**config.mk**
```make
export PLATFORM = sky130hd
export DESIGN_NAME = pad_mux
export DESIGN_NICKNAME = d
export VERILOG_FILES = /design/src/rtl/pad_mux.sv
export SDC_FILE = /design/constraint.sdc
export NUM_CORES = 1
export LEC_CHECK = 0
export ABC_AREA = 1
export BUFFER_PORTS_ARGS = -buffer_cell sky130_fd_sc_hd__clkbuf_2
export CAP_MARGIN = 30
export CORE_AREA = 2 2 58 60
export DETAILED_ROUTE_END_ITERATION = 6
export DIE_AREA = 0 0 60 62
export GPL_ROUTABILITY_DRIVEN = 1
export GPL_TIMING_DRIVEN = 1
export PLACE_DENSITY = 0.8
export SLEW_MARGIN = 20
export SYNTH_ARGS = -nofsm -noshare
export SYNTH_HDL_FRONTEND = slang
export SYNTH_SLANG_ARGS = --single-unit
```
**constraint.sdc**
```tcl
create_clock -name clk -period 3.4 [get_ports clk]
set_input_delay 0.17 -clock clk [delete_from_list [all_inputs] [get_ports clk]]
set_output_delay 0.17 -clock clk [all_outputs]
set_load 0.01 [all_outputs]
```
**src/rtl/pad_mux.sv**
```systemverilog
module pad_mux #(
  parameter int NFUNC = 15,
  parameter logic [NFUNC-1:0] FN_PRESENT = {1'b0, {(NFUNC-1){1'b1}}},
  parameter int MW = $clog2(NFUNC + 1)
) (
  input  logic             clk,
  input  logic             rst_n,
  input  logic             cfg_wr,
  input  logic [MW-1:0]    cfg_mode,
  input  logic [1:0]       cfg_policy,
  input  logic             cfg_rx_dis,
  input  logic             cfg_tx_dis,
  input  logic             cfg_tx_lvl,
  input  logic [NFUNC-1:0] fn_out,
  input  logic [NFUNC-1:0] fn_oe,
  input  logic [NFUNC-1:0] fn_ie,
  input  logic             pad_in,
  output logic             pad_out,
  output logic             pad_oe,
  output logic             pad_ie,
  output logic [NFUNC-1:0] fn_rx,
  output logic             gpio_rx
);

  logic [MW-1:0] mode_q;
  logic [1:0]    policy_q;
  logic          rx_dis_q, tx_dis_q, tx_lvl_q;

  always_ff @(posedge clk or negedge rst_n) begin
    if (!rst_n) begin
      mode_q   <= '0;
      policy_q <= 2'd0;
      rx_dis_q <= 1'b1;
      tx_dis_q <= 1'b1;
      tx_lvl_q <= 1'b0;
    end else if (cfg_wr) begin
      mode_q   <= cfg_mode;
      policy_q <= cfg_policy;
      rx_dis_q <= cfg_rx_dis;
      tx_dis_q <= cfg_tx_dis;
      tx_lvl_q <= cfg_tx_lvl;
    end
  end

  logic [NFUNC-1:0] sel;
  for (genvar k = 0; k < NFUNC; k++) begin : g_sel
    assign sel[k] = (mode_q == MW'(k + 1)) && FN_PRESENT[k];
  end

  wire gpio_own = (mode_q == '0);
  wire native   = |sel;
  wire f_out    = |(sel & fn_out);
  wire f_oe     = |(sel & fn_oe);
  wire f_ie     = |(sel & fn_ie);

  logic n_ie, n_forced, n_level;
  always_comb begin
    n_forced = 1'b0;
    n_level  = 1'b0;
    unique case (policy_q)
      2'd0: n_ie = f_ie;
      2'd1: begin n_ie = 1'b0; n_forced = 1'b1; end
      2'd2: begin n_ie = 1'b0; n_forced = 1'b1; n_level = 1'b1; end
      default: n_ie = 1'b1;
    endcase
  end

  wire rx_val = n_forced ? n_level : (n_ie & pad_in);

  assign pad_oe  = gpio_own ? !tx_dis_q : f_oe;
  assign pad_out = gpio_own ? tx_lvl_q : f_out;
  assign pad_ie  = gpio_own ? !rx_dis_q : (native & n_ie);
  assign fn_rx   = sel & {NFUNC{rx_val}};
  assign gpio_rx = gpio_own & !rx_dis_q & pad_in;

endmodule


```
==> results.yml <==
yosys:
  seq_area_frac_synth_pct: 21.7
  synth.most_common_cell: "nand2_1"
  synth_edf_count: 0
  yosysUniqueCellTypes: 24
  synthFlopType: "dfrtp_1"
  synth_area_sq_um: 1050
  synthTopCellsByArea: "dfrtp_1, nand2_1, nand3_1"
  ys_ff_latch: 9
  synth.avg_cell_area_sq_um: 6.13
  yosysTopAreaCellShare_pct: 16.7
  async_flop_share_pct: 100
  yosysWarnings: 0
  syn_nets: 231
  synth_common_cells: "nand2_1, nand3_1, nor2_1"
  synth_cells: 171
  yosys.area.top_type: "dfrtp_1"
worst_setup_path:
  crit_path_max_fanout: 15
  critical_path_arrival_ps: 2120
  startpoint_type: "flip-flop"
  rr_worst_depth: 2
  cp.required_ps: 3230
  crit_type: "flip-flop to output port"
  critPathCaptureType: "output port"
placed_design:
  place_inst: 283
  dp_hpwl_um: 2630
  io_buffer_count: 72
  gp_congestion: 0.879
grt:
  grt_pass1_vias: 1172
  grt_use_total_pct: 17.8
  grt_overflow: 0
  grt_start_max_net_pins: 17
  antenna_found_initial: 0
  grt_pass1_wl_um: 4980
timing:
  max_freq_mhz: 438
  setup_tns_ps: 0
  setup_viol: 0
  period_needed_ps: 2290
  drv_slew: 0
  slew_headroom_pct: 53.5
  min_period_over_period_pct: 67.2
  rsz0062_at_grt: "false"
  skew_ps: 0
  hold_ws_ps: 116
  finalHoldViolCount: 0
  tightest_slew_ps: 696
worst_hold_path:
  hp-class: "input port to flip-flop"
  hold_depth: 3
clock_network:
  cts-hold-fix-buffers: 1
  clkTransAtPathRegs_ps: 60
  clockRootBuffer: "clkbuf_4"
  cts-buffers-inserted: 3
  clockBufferDepth: 2
  post_cts_buffers: 0
  cts.sinks: 9
  htreeDepth: 1
  clk_latency_ps: 250
  cts_tree: "yes"
  cts_resized: 0
cells_and_area:
  drive_gt1_share_pct: 42.6
  diodes: 0
  final_nets: 303
  final_util_pct: 46.2
  area_growth_pct: 40.1
  finalNonFillerCells: 288
power:
  power.density_nw_per_um2: 264
  max-vdd-ir-drop_mv: 0.190
  power.total_mw: 0.388
  p_leak_nw: 0.758
status:
  status: "completed"
routing:
  wl_met2_um: 1530
  wl_met1_um: 1510
  totalWireLength_um: 3230
  drtIter0Drc: 71
  top_layer_used: "met4"
  drc: 0
  num_vias: 1338
  wl_per_cell_um: 11.2
  antenna_left: 0
  viasPerCell: 4.65
  route.met3.wl_um: 172
  detail_route.first_pass.iterations: 4
floorplan:
  io_pins: 77
  core_sq_um: 3180
  initial_utilization_pct: 33.0
  row_count: 21
  chipWidth_um: 60
  die_area_sq_um: 3720
  die_y_um: 62
flow_run:
  cap_violations: 0
==> final timing paths <==
check	start	to	slack (ps)
min in group asynchronous	rst_n	mode_q[3]	300
max reg2reg	mode_q[1]	mode_q[1]	2600
min	cfg_policy[0]	policy_q[0]	120
max in group asynchronous	rst_n	tx_dis_q	2850
max	mode_q[3]	fn_rx[13]	1110
min reg2reg	tx_dis_q	tx_dis_q	500
==> metal layers <==
layer / up-vias / GRT usage [%]
li1: 710 / -
met1: 575 / 21.8
met2: 51 / 34.0
met3: 2 / 1.04
met4: 0 / 4.13
met5: - / 0
==> power by group <==
part / switching [mW] / total [mW] / internal, mW
clock network: 0.0357 / 0.0808 / 0.0451
registers: 0.0102 / 0.129 / 0.119
logic: 0.112 / 0.179 / 0.0670
==> critical path, stage by stage (launching register included) <==
cell and delay [ps]:
dfrtp_1 400, inv_2 80, nor2_2 460, nand3_1 150
nand2_1 100, nor2_1 40, nand2_1 110, o21ai_4 160
a21oi_1 190, clkbuf_2 160
==> layout by cell type, fill, tap and decap left out, drive strengths merged <==
| master | n |
|---|---|
| nor2 | 19 |
| dlygate4sd3 | 1 |
| nand4 | 4 |
| inv | 19 |
| nand3 | 33 |
| ha | 2 |
| mux2 | 2 |
| clkbuf | 76 |
| conb | 1 |
| nor3 | 3 |
| a221oi | 1 |
| o21ai | 10 |
| nand2 | 46 |
| dfrtp | 7 |
| dfstp | 2 |
| a21oi | 16 |
==> state kept, by name, summed over array words and instances, names as in the netlist <==
signal,flops
rx_dis_q,1
policy_q,2
mode_q,4
tx_lvl_q,1
tx_dis_q,1
==> cell families (layout without fill, tap and decap cells) <==
| logic type | after synthesis | after routing | synth area share, % |
|---|---|---|---|
| and+or+nand+nor | 105 | 105 | 45.5 |
| AOI/OAI and AO/OA | 27 | 27 | 17.9 |
| buffers and inverters | 25 | 96 | 10.0 |
| DFF | 9 | 9 | 21.7 |
| adders and majority gates | 2 | 2 | 2.39 |
| muxes | 2 | 2 | 2.15 |
| other | 1 | 1 | 0.358 |
==> metrics by stage <==
| stage | cell area, sq um | worst slack (ps) |
|---|---|---|
| finish | 1470 | 1110 |
| global route | 1470 | 901 |
| CTS | 1470 | 1090 |
| detailed placement | 1430 | 1360 |
| global placement | 1430 | 1390 |
| floorplan | 1050 | 1810 |
==> area by class of cell <==
class	instances	area, sq um
clock buffers	4	26.3
well taps	46	57.6
repair buffers	73	370
fillers	366	1710
flip-flops and latches	9	228
multi-input cells	137	716
inverters	19	71.3
Power figures use the tool's default switching activity.
